`config.mk`:
```
export PLATFORM = sky130hd
export DESIGN_NAME = useq_ctrl
export DESIGN_NICKNAME = d
export VERILOG_FILES = /design/src/rtl/useq_pkg.sv /design/src/rtl/useq_rom.sv /design/src/rtl/useq_dispatch.sv /design/src/rtl/useq_next.sv /design/src/rtl/useq_ctrl.sv
export SDC_FILE = /design/constraint.sdc
export NUM_CORES = 1
export LEC_CHECK = 0
export ABC_AREA = 1
export BUFFER_PORTS_ARGS = -buffer_cell sky130_fd_sc_hd__buf_2
export CELL_PAD_IN_SITES_DETAIL_PLACEMENT = 1
export CELL_PAD_IN_SITES_GLOBAL_PLACEMENT = 1
export CORE_MARGIN = 4
export CORE_UTILIZATION = 26
export CTS_CLUSTER_SIZE = 16
export DETAILED_ROUTE_END_ITERATION = 12
export HOLD_SLACK_MARGIN = 0.06
export PLACE_DENSITY_LB_ADDON = 0.1
export SETUP_SLACK_MARGIN = 0.02
export SYNTH_ARGS = -nofsm -noshare
export SYNTH_HDL_FRONTEND = slang
export SYNTH_SLANG_ARGS = --single-unit
```
`constraint.sdc`:
```
create_clock -name clk -period 2.1 [get_ports clk]
set_clock_uncertainty 0.2 [all_clocks]
set_input_delay 0.105 -clock clk [delete_from_list [all_inputs] [get_ports clk]]
set_output_delay 0.105 -clock clk [all_outputs]
set_load 0.05 [all_outputs]
```
`src/rtl/useq_pkg.sv`:
```
package useq_pkg;
    localparam int UA_W     = 4;
    localparam int OP_W     = 6;
    localparam int UA_DEPTH = 10;

    typedef enum logic [UA_W-1:0] {
        UA_FETCH   = 4'd0,
        UA_DECODE  = 4'd1,
        UA_ADDR    = 4'd2,
        UA_LOAD    = 4'd3,
        UA_LOAD_WB = 4'd4,
        UA_STORE   = 4'd5,
        UA_EXEC    = 4'd6,
        UA_REG_WB  = 4'd7,
        UA_BRANCH  = 4'd8,
        UA_JUMP    = 4'd9
    } ua_e;

    typedef enum logic [1:0] {
        SEQ_FETCH = 2'b00,
        SEQ_DISP1 = 2'b01,
        SEQ_DISP2 = 2'b10,
        SEQ_NEXT  = 2'b11
    } seq_e;

    localparam logic [OP_W-1:0] OP_ALU  = 6'b000000;
    localparam logic [OP_W-1:0] OP_JMP  = 6'b000010;
    localparam logic [OP_W-1:0] OP_BEQ  = 6'b000100;
    localparam logic [OP_W-1:0] OP_LOAD = 6'b100011;
    localparam logic [OP_W-1:0] OP_STOR = 6'b101011;

    typedef struct packed {
        seq_e       seq;
        logic [1:0] alu_op;
        logic       src_a;
        logic [1:0] src_b;
        logic [1:0] pc_src;
        logic       pc_wr;
        logic       pc_wr_cond;
        logic       mem_rd;
        logic       mem_wr;
        logic       addr_sel;
        logic       ir_wr;
        logic       reg_wr;
        logic       dst_sel;
        logic       wb_sel;
    } uinstr_t;

    localparam int CW_W = $bits(uinstr_t);
endpackage

```
`src/rtl/useq_rom.sv`:
```
module useq_rom
    import useq_pkg::*;
(
    input  ua_e     ua,
    output uinstr_t word
);
    always_comb begin
        word     = '0;
        word.seq = SEQ_FETCH;
        unique case (ua)
            UA_FETCH: begin
                word.seq    = SEQ_NEXT;
                word.mem_rd = 1'b1;
                word.ir_wr  = 1'b1;
                word.src_b  = 2'b01;
                word.pc_wr  = 1'b1;
            end
            UA_DECODE: begin
                word.seq   = SEQ_DISP1;
                word.src_b = 2'b11;
            end
            UA_ADDR: begin
                word.seq   = SEQ_DISP2;
                word.src_a = 1'b1;
                word.src_b = 2'b10;
            end
            UA_LOAD: begin
                word.seq      = SEQ_NEXT;
                word.mem_rd   = 1'b1;
                word.addr_sel = 1'b1;
            end
            UA_LOAD_WB: begin
                word.reg_wr = 1'b1;
                word.wb_sel = 1'b1;
            end
            UA_STORE: begin
                word.mem_wr   = 1'b1;
                word.addr_sel = 1'b1;
            end
            UA_EXEC: begin
                word.seq    = SEQ_NEXT;
                word.src_a  = 1'b1;
                word.alu_op = 2'b10;
            end
            UA_REG_WB: begin
                word.reg_wr  = 1'b1;
                word.dst_sel = 1'b1;
            end
            UA_BRANCH: begin
                word.src_a      = 1'b1;
                word.alu_op     = 2'b01;
                word.pc_src     = 2'b01;
                word.pc_wr_cond = 1'b1;
            end
            UA_JUMP: begin
                word.pc_src = 2'b10;
                word.pc_wr  = 1'b1;
            end
            default: begin
                word.seq = SEQ_FETCH;
            end
        endcase
    end
endmodule

```
`src/rtl/useq_dispatch.sv`:
```
module useq_dispatch
    import useq_pkg::*;
#(
    parameter int TABLE = 1
) (
    input  logic [OP_W-1:0] op,
    output ua_e             target
);
    generate
        if (TABLE == 1) begin : g_first
            always_comb begin
                unique case (op)
                    OP_ALU:  target = UA_EXEC;
                    OP_JMP:  target = UA_JUMP;
                    OP_BEQ:  target = UA_BRANCH;
                    OP_LOAD: target = UA_ADDR;
                    OP_STOR: target = UA_ADDR;
                    default: target = UA_FETCH;
                endcase
            end
        end else begin : g_second
            always_comb begin
                unique case (op)
                    OP_LOAD: target = UA_LOAD;
                    OP_STOR: target = UA_STORE;
                    default: target = UA_FETCH;
                endcase
            end
        end
    endgenerate
endmodule

```
`src/rtl/useq_next.sv`:
```
module useq_next
    import useq_pkg::*;
(
    input  logic clk,
    input  logic rst_n,
    input  seq_e seq,
    input  ua_e  disp1,
    input  ua_e  disp2,
    output ua_e  ua
);
    ua_e             ua_nxt;
    logic [UA_W-1:0] ua_inc;

    assign ua_inc = ua + UA_W'(1);

    always_comb begin
        unique case (seq)
            SEQ_FETCH: ua_nxt = UA_FETCH;
            SEQ_DISP1: ua_nxt = disp1;
            SEQ_DISP2: ua_nxt = disp2;
            SEQ_NEXT:  ua_nxt = ua_e'(ua_inc);
            default:   ua_nxt = UA_FETCH;
        endcase
    end

    always_ff @(posedge clk or negedge rst_n) begin
        if (!rst_n) ua <= UA_FETCH;
        else        ua <= ua_nxt;
    end
endmodule

```
`src/rtl/useq_ctrl.sv`:
```
module useq_ctrl (
    input  logic                       clk,
    input  logic                       rst_n,
    input  logic [useq_pkg::OP_W-1:0]  opcode,
    output logic [useq_pkg::CW_W-1:0]  ctrl_word,
    output logic [useq_pkg::UA_W-1:0]  uaddr
);
    import useq_pkg::*;

    ua_e     ua;
    ua_e     disp1;
    ua_e     disp2;
    uinstr_t word;

    useq_rom u_rom (
        .ua   (ua),
        .word (word)
    );

    useq_dispatch #(.TABLE(1)) u_disp1 (
        .op     (opcode),
        .target (disp1)
    );

    useq_dispatch #(.TABLE(2)) u_disp2 (
        .op     (opcode),
        .target (disp2)
    );

    useq_next u_next (
        .clk   (clk),
        .rst_n (rst_n),
        .seq   (word.seq),
        .disp1 (disp1),
        .disp2 (disp2),
        .ua    (ua)
    );

    assign ctrl_word = word;
    assign uaddr     = ua;
endmodule

```
## After elaboration in Yosys (flattened, before gate mapping)

Cells that the tools add are included.

- Register bits after elaboration: 4
- Word-level logic and storage cells: 45
- Bits in latches: 0
- Bits in read-only memories: 0
- Bits in writable memories: 0
- Bits of input ports: 8
- Memories kept: 0

- Equality and inequality tests: 16
- $lt $le $gt $ge: 0
- Divide/modulo/power cells: 0
- $mul: 0
- Reductions and logical operators: 10
- Shift-type cells: 0
- Bitwise logic cells: 0
- Add/sub/neg operators: 1
- Mux-type cells: 17

Operators with widths:

| cell | number |
|---|---|
| $pmux W4 S4 | 2 |
| $eq A4 B3 Y1 const B | 4 |
| $eq A6 B6 Y1 const B | 2 |
| $pmux W2 S3 | 2 |
| $mux W1 | 10 |
| $reduce_or A2 Y1 | 5 |
| $eq A4 B2 Y1 const B | 2 |
| $eq A4 B4 Y1 const B | 2 |
| $pmux W2 S2 | 2 |
| $eq A6 B2 Y1 const B | 1 |
| $eq A6 B3 Y1 const B | 1 |
| $logic_not A6 Y1 | 1 |
| $pmux W3 S2 | 1 |
| $reduce_or A3 Y1 | 2 |
| $add A4 B1 Y4 const B | 1 |
| $eq A2 B2 Y1 const B | 2 |
| $eq A4 B1 Y1 const B | 1 |
| $logic_not A4 Y1 | 1 |
| $eq A2 B1 Y1 const B | 1 |
| $logic_not A2 Y1 | 1 |

## Logic depth before layout (Yosys ltp)

Gate-level depths: netlist (run 1).

- Depth after elaboration: 5
- Mapped depth: 8
- Gate-level depth less buffers: 8

## Hierarchy

From an unflattened synthesis (run 1), not the netlist that was laid out.

- Cell total of the unflattened synthesis: 101
- Area, all modules: 545.5 um^2

Modules (own cells, without submodules):

| module | area each (um^2) | cells each | instances |
|---|---|---|---|
| useq_next | 240.2 | 32 | 1 |
| useq_rom | 167.7 | 36 | 1 |
| useq_dispatch at u_disp1 | 82.6 | 20 | 1 |
| useq_dispatch at u_disp2 | 55.1 | 13 | 1 |

## Worst setup path after synthesis (run 1)

Ideal clock, no wire load.

- Path kind: register to output
- From: register u_next.ua[3]
- To: output port ctrl_word[13] (netlist name)
- Data arrival time: 2322 ps
- Path slack: -527 ps
- Buffers on the path: 0
- Stages on the path, launching flop included: 5
- Cell sequence: dfrtp_1 inv_1 or2_2 nor2_1 or2_1

- Word-level cells in the longest chain between the ends: 3
- Elaborated cells between the ends (all ways): 5

RTL lines:

| element | line | source |
|---|---|---|
| start, declared | useq_next.sv:9 | `output ua_e ua` |
| start signal, assigned | useq_next.sv:28 | `else ua <= ua_nxt;` |
| $eq A4 B2 Y1 (tied with other cells) | useq_rom.sv:10 | `unique case (ua)` |
| $reduce_or A3 Y1 (no line) (*) | n/a |  |
| $mux W1 (*) | useq_rom.sv:10 |  |
| end, declared | useq_ctrl.sv:5 | `output logic [useq_pkg::CW_W-1:0] ctrl_word,` |

Every way passes the cells marked *; elsewhere a longest branch is shown, timed or not.

## Final worst setup path (run 1)

- From: register u_next.ua[0]
- To: output port ctrl_word[13] (netlist name)

The elaborated chain is that of the path after synthesis.

==> results of run 1 <==
[worst paths after layout]
path	from	to	slack [ps]
setup / recovery	u_next.ua[0]	ctrl_word[13]	180
hold / removal	opcode[2]	u_next.ua[3]	110
setup reg to reg	u_next.ua[0]	u_next.ua[3]	460
hold reg to reg	u_next.ua[0]	u_next.ua[0]	480
max in group asynchronous	rst_n	u_next.ua[1]	950
min in group asynchronous	rst_n	u_next.ua[2]	570
[logic make-up (layout without fill, tap and decap cells)]
| kind of cell | after synthesis | count (layout) | synth area share (%) |
|---|---|---|---|
| compound gates | 5 | 5 | 5.11 |
| xor+xnor | 2 | 2 | 3.41 |
| fa+ha+maj | 4 | 4 | 9.73 |
| buf+inv | 14 | 48 | 11.0 |
| flops | 4 | 4 | 19.5 |
| simple gates | 58 | 58 | 51.3 |
[layout by cell type, fill, tap and decap left out, drive strengths merged, types with 2 or more instances in the layout]
cell	count
buf	29
nand2	19
nand3	19
nor2	16
inv	13
ha	4
dfrtp	4
o21ai	3
clkbuf	3
dlygate4sd3	3
xor2	2
or2	2
[Yosys cell counts]
library cell  instances  area [sq um]
a21oi_1               1          5.00
buf_4                 1          7.51
dfrtp_1               4           100
ha_1                  4          50.1
inv_1                13          48.8
nand2_1              19          71.3
nand3_1              18          90.1
nand3_2               1          10.0
nand3b_1              1          7.51
nor2_1               13          48.8
nor2_2                3          18.8
nor3_1                1          5.00
o21ai_0               2          10.0
o21ai_1               1          5.00
o22ai_1               1          6.26
or2_1                 1          6.26
or2_2                 1          6.26
xor2_1                2          17.5
[metrics by stage]
stage                     TNS (ps)  util, %  worst slack, ps  hold slack (ps)  area [sq um]
after floorplan               -195        -            -90.4             -391           529
after global placement           0     38.8              359             -289           698
after detailed placement         0     38.8              299             -289           698
after CTS                        0     41.7             54.4              114           751
after global routing             0     42.1             63.6              152           758
final                            0     42.1              183              109           758
[timing repair]
item / 4_1_cts / 5_1_grt
hold buffers: 3 / 0
endpoints found under the setup margin: 0 / 1
resized for setup: 0 / 2
hold endpoints to repair: 5 / 0
[layout make-up]
type | count | area share, %
repair buffers | 32 | 23.1
inverters | 13 | 6.44
well taps | 25 | 4.13
flip-flops and latches | 4 | 13.5
clock buffers | 3 | 2.97
multi-input cells | 69 | 49.8
[tightest hold or removal path, cell delays in order]
cell,delay (ps)
buf_2,120
nand3_1,80
o22ai_1,70
nand2_1,60
nand2_1,50
[per-layer routing]
metal / global-route usage, % / wire [um] / vias to the layer above
li1: - / - / 346
met1: 18.5 / 760 / 303
met2: 20.7 / 775 / 24
met3: 1.71 / 127 / 0
met4: 2.55 / 0 / 0
met5: 0 / 0 / -
==> run metrics, run 1 <==
fin cells 146; Die X 52.5 um; Die ar. 2750 sq um; # setup viols final 0; CTS Sinks 4; root buffer cell clkbuf_4; Setup CP Type register to primary output; Critical Path AT 1610 ps; Startpoint Class register; Worst Path Max Fanout 5; Placed Cells 140; CP cell instances inv_1 > ha_1 > nand2_1 > nand2_2 > or2_1 > buf_2; post-CTS setup buffers 0; Syn Inst Count 87; Avg WL per Cell 11.4 um; # rows 15; Hold Crit Depth 5; die boundary height 52.5 um; Least-Margin Pin Slew 258 ps; I/O pin total 30; Vias/cell 4.61; endpoints failing hold 0; status finished, final reports clean; first-pass GRT wire length 2.81 mm; final global-route overflow total 0; Crit-path slowest cell dfrtp_2; Most flops, register u_next.ua; Pre-Repair DR Iteration Count 4; drc violations 0; RSZ-0062 raised after global routing false; Largest register FFs 4; Syn Area/Cell 5.91 sq um; Hold Path Class input pin to register; initial drt markers 14; htree depth 1; area of the multi-input gates 378 sq um; Max Transition Viols Final 0; CTS tree built; core footprint 1800 sq um; CP max stage delay 380 ps; synth warn 0; Area Overhead vs Synth 47.4%; Seq/Total Area, Yosys 19.5%; Sequential Area 103 sq um; GRT Total Usage 13.0%; CP endpoint kind primary output; vias in the first global route 645; Tcrit/Tclk final 91.3%; clock transition at the registers of the reported paths 30 ps; Mapped Nets 99; total CTS buffers 3; WP buf/inv 2; post-route ant nets 0; share of post-route cells with drive strength above 1 35.5%; worst skew pair latency 220 ps; antenna violations before repair 0; starting density of the core 28.5%; fillcell total 275; largest net degree at the start of global routing 8; count of cell types in the netlist 18; WP depth 6; largest registers u_next.ua: 4 flops; Reg2Reg Depth 8; detailed placement HPWL 1.48 mm; Vias 673; Clock Path Buffers 2; Final GP Congestion 0.754; nets 135; Final min period 1920 ps; port buffer count 29; worst endpoint required time 1790 ps; Yosys reg bits 4; Worst slew margin 82.9%; mapped cell area 514 sq um; Max-cap violations 0; drt total wl 1.66 mm; FMAX 522 MHz; ant diodes 0; family with the most delay on the worst path simple AND/OR/NAND/NOR gates
Power of run 1 is not shown: default switching activity piles up to over one toggle a cycle in this logic, so the estimate is an artifact.
==> run 2, diff against run 1 <==
--- a/config.mk
+++ b/config.mk
@@ -18,4 +18,5 @@
 export SETUP_SLACK_MARGIN = 0.02
 export SYNTH_ARGS = -nofsm -noshare
 export SYNTH_HDL_FRONTEND = slang
+export SYNTH_HIERARCHICAL = 1
 export SYNTH_SLANG_ARGS = --single-unit
==> run 2 against run 1 <==
  * Die area is 5.1% higher
  * Setup slack better by 48 ps
  * Largest cell class unchanged
  * Synthesized cell count increased by 16%
  * Final cell count rose by 10%
  * Sequential share of layout area down 0.33 points
  * First-iteration DRC count down 86%
  * Global-route usage fell by 0.063 points
  * Critical path depth fell by 1
  * Hold slack got worse by 18 ps
  * Non-clock buffer count shrank 1
==> run metrics, run 2 <==
fin cells 161; most frequent cells in the layout 29 x buf_2, 23 x inv_1, 19 x nand2_1; ant diodes 0; # setup viols final 0; Mapped Nets 110; Seq/Total Area, Yosys 18.3%; port buffer count 29; CP max stage delay 500 ps; Critical Path AT 1560 ps; cts repair resizes 0; Yosys reg bits 4; GRT Total Usage 12.9%; Hold Crit Depth 4; Vias/cell 4.21; Vias 678; Area Overhead vs Synth 42.4%; WP buf/inv 2; antenna violations before repair 0; Syn Inst Count 101; Most flops, register u_next/ua; detailed placement HPWL 1.36 mm; Hold Path Class input pin to register; initial drt markers 2; Final min period 1870 ps; commonest non-fill, non-tap cell in the layout buf_2; htree depth 1; first-pass GRT wire length 2.84 mm; die boundary height 53.8 um; share of post-route cells with drive strength above 1 32.1%; Crit-path slowest cell dfrtp_1; Die X 53.8 um; Syn Area/Cell 5.40 sq um; worst endpoint required time 1790 ps; drt total wl 1.64 mm; most frequent CP cell nand2_1; ys flop type dfrtp_1; final global-route overflow total 0; # rows 16; family with the most delay on the worst path flip-flops; Tcrit/Tclk final 89.0%; vias in the first global route 671; drc violations 0; Final WS setup 231 ps; cell accounting for the most synthesized area dfrtp_1; worst skew pair latency 230 ps; WP depth 5; CTS tree built; starting density of the core 27.5%; Max-cap violations 0; mapped cell area 546 sq um; synth warn 6; total CTS buffers 3; CP endpoint kind primary output; Max Transition Viols Final 0; CP cell instances inv_1 > nand2_1 > nand2_1 > o21ai_4 > buf_2; Fin Hold WS 90.4 ps; RSZ-0062 raised after global routing false; post-route ant nets 0; number of enable flip-flop cells after synthesis 0; FMAX 535 MHz; CTS Sinks 4; Die ar. 2890 sq um; count of cell types in the netlist 18; Post-synth ARST share 100%; Worst Path Max Fanout 9; nets 144; Synth area leaders dfrtp_1 18%, inv_1 16%, nand3_1 16%; status finished, final reports clean; I/O pin total 30; Avg WL per Cell 10.2 um; Place WS 403 ps; Placed Cells 155; final setup TNS 0 ps; Startpoint Class register; Post-synth top cells 23 x inv_1, 19 x nand2_1, 18 x nor2_1; count leader, synth inv_1; Clock Path Buffers 2; largest net degree at the start of global routing 11; clock transition at the registers of the reported paths 40 ps; Reg2Reg Depth 9; Final GP Congestion 0.776; Largest register FFs 4; Pre-Repair DR Iteration Count 4; Setup CP Type register to primary output; post-CTS setup buffers 0; endpoints failing hold 0; share of the synthesized area in the top cell type 18.3%; root buffer cell clkbuf_4; core footprint 1980 sq um; largest registers u_next/ua: 4 flops
-- run 2: cell count changes in the layout (fill, tap and decap cells not counted), moves of 2 or more --
cell | previous run | this run
nor2_1 | 12 | 17
ha_1 | 4 | 1
nand3_2 | 3 | 1
xor2_1 | 2 | 0
inv_1 | 13 | 23
nand2_2 | 1 | 3
-- run 2: final timing paths --
check                             start            end  slack [ps]
setup / recovery           u_next/ua[0]  ctrl_word[16]         230
hold / removal                opcode[2]   u_next/ua[0]          90
setup reg to reg           u_next/ua[0]   u_next/ua[2]         420
hold reg to reg            u_next/ua[2]   u_next/ua[2]         500
max in group asynchronous         rst_n   u_next/ua[1]         930
min in group asynchronous         rst_n   u_next/ua[2]         580
-- run 2: cell type report --
cell class	instances	area, sq um
well taps	27	33.8
flip-flops and latches	4	103
inverters	23	86.3
multi-input cells	72	363
clock buffers	4	26.3
fillers	295	1200
repair buffers	31	165
-- run 2: logic make-up after synthesis --
logic type,Yosys count,synth area share [%]
XOR/XNOR,1,1.61
AO/OA/AOI/OAI,8,8.49
other,1,0.687
AND/OR/NAND/NOR,61,50.0
flip-flops,4,18.3
buffers and inverters,25,18.6
adder cells (fa/ha/maj),1,2.29
-- run 2: worst register-to-register path: cells and delay by family (launching register included) --
kind            cells  cell delay, ps
compound gates      2             160
buf+inv             3             260
flops               1             500
simple gates        4             430
-- run 2: what timing repair did --
| action | in CTS | in global routing |
|---|---|---|
| endpoints found under the setup margin | 0 | 0 |
| hold buffers | 2 | 0 |
| endpoints found under the hold margin | 4 | 0 |
-- run 2: layer usage --
layer  global-route usage [%]  part of all wire, %
met4                        0                    0
met5                        0                    0
met1                     16.6                   50
met3                     3.32                  6.4
met2                     22.8                   44
-- run 2: stage by stage --
stage	utilization (%)	area [sq um]
global route	39.2	777
global placement	36.9	731
finish	39.2	777
CTS	39.2	777
detailed placement	36.9	731
floorplan	-	567
Power of run 2 is left out for the same reason.
==> run 3, diff against run 2 <==
--- a/config.mk
+++ b/config.mk
@@ -10,7 +10,8 @@
 export CELL_PAD_IN_SITES_DETAIL_PLACEMENT = 1
 export CELL_PAD_IN_SITES_GLOBAL_PLACEMENT = 1
 export CORE_MARGIN = 4
-export CORE_UTILIZATION = 26
+export CORE_UTILIZATION = 28
+export CTS_BUF_LIST = sky130_fd_sc_hd__clkbuf_2
 export CTS_CLUSTER_SIZE = 16
 export DETAILED_ROUTE_END_ITERATION = 12
 export HOLD_SLACK_MARGIN = 0.06
==> run 3 against run 2 <==
  * Design area fell by 1.8%
  * Hold slack improved by 0.96 ps
  * Count of clock-buffer cells in the layout fell by 1
  * Non-clock buffer count unchanged
  * Setup slack better by 1.6 ps
  * Utilization is 3.6 points higher
  * Largest cell class unchanged
==> run metrics, run 3 (synthesized netlist as in run 2, its figures left out) <==
vias in the first global route 702; met3 Usage GRT 2.58%; commonest non-fill, non-tap cell in the layout buf_2; # setup viols final 0; Die X 52.1 um; GRT Total Usage 14.4%; die boundary height 52.1 um; RSZ-0062 raised after global routing false; status finished, final reports clean; final setup TNS 0 ps; Final GP Congestion 0.810; most frequent cells in the layout 29 x buf_2, 23 x inv_1, 19 x nand2_1; Largest register FFs 4; detailed placement HPWL 1.47 mm; FMAX 536 MHz; Worst Path Max Fanout 9; worst skew pair latency 200 ps; CTS Sinks 4; Pre-Repair DR Iteration Count 4; final global-route overflow total 0; Max Transition Viols Final 0; endpoints failing hold 0; fin cells 158; drt total wl 1.77 mm; Startpoint Class register; clock transition at the registers of the reported paths 50 ps; core footprint 1780 sq um; share of post-route cells with drive strength above 1 32.3%; Final WS setup 233 ps; Place WS 387 ps; drc violations 0; Area Overhead vs Synth 39.9%; starting density of the core 30.6%; CP endpoint kind primary output; worst endpoint required time 1790 ps; initial drt markers 12; met2 usage 24.7%; Vias/cell 4.58; Die ar. 2720 sq um; root buffer cell clkbuf_2; largest net degree at the start of global routing 11; port buffer count 29; # rows 15; first-pass GRT wire length 2.99 mm; Max-cap violations 0; Avg WL per Cell 11.2 um; Final min period 1870 ps; Most flops, register u_next/ua; CTS tree built; grt peak-use layer met2; htree depth 1; met1 usage 18.4%; Clock Path Buffers 2; antenna violations before repair 0; Critical Path AT 1560 ps; post-route ant nets 0; Vias 724; total CTS buffers 3; nets 144; I/O pin total 30; Placed Cells 153; Tcrit/Tclk final 88.9%; Fin Hold WS 91.4 ps; largest registers u_next/ua: 4 flops; Setup CP Type register to primary output; ant diodes 0; Hold Path Class input pin to register
run 3: cell count changes in the layout (fill, tap and decap cells not counted), sizes merged:
cell	change
clkbuf	-1
run 3: through the flow:
step	cell area [sq um]	util [%]
floorplan	567	-
global placement	728	40.8
detailed placement	728	40.8
CTS	763	42.8
global route	763	42.8
finish	763	42.8
run 3: timing repair:
item / in CTS / in global routing
resized for setup: 0 / 0
hold buffers: 2 / 0
hold endpoints to repair: 4 / 0
setup endpoints to repair: 0 / 0
setup buffers: 0 / 0
run 3: worst max-delay path, cell delays in order (launching register included):
cell and delay [ps]:
dfrtp_1 500, inv_1 130, nand2_1 190, nand2_1 120, o21ai_4 110, buf_2 300
run 3: metal layers:
layer | wire [um] | up-vias
li1 | - | 372
met4 | 11 | 0
met1 | 824 | 326
met5 | 0 | -
met2 | 802 | 24
met3 | 132 | 2
run 3: final timing paths:
check	from	endpoint	slack, ps	cells after the start
max	u_next/ua[0]	ctrl_word[16]	230	5
min	opcode[2]	u_next/ua[0]	90	4
max reg2reg	u_next/ua[0]	u_next/ua[2]	370	9
min reg2reg	u_next/ua[2]	u_next/ua[2]	480	2
max in group asynchronous	rst_n	u_next/ua[1]	910	3
min in group asynchronous	rst_n	u_next/ua[0]	590	3
run 3: final cells by class:
| cell class | instances | area, sq um |
|---|---|---|
| clock buffers | 3 | 15.0 |
| fillers | 268 | 1020 |
| well taps | 25 | 31.3 |
| inverters | 23 | 86.3 |
| multi-input cells | 72 | 363 |
| flip-flops and latches | 4 | 103 |
| repair buffers | 31 | 165 |
Power of run 3 is left out for the same reason.
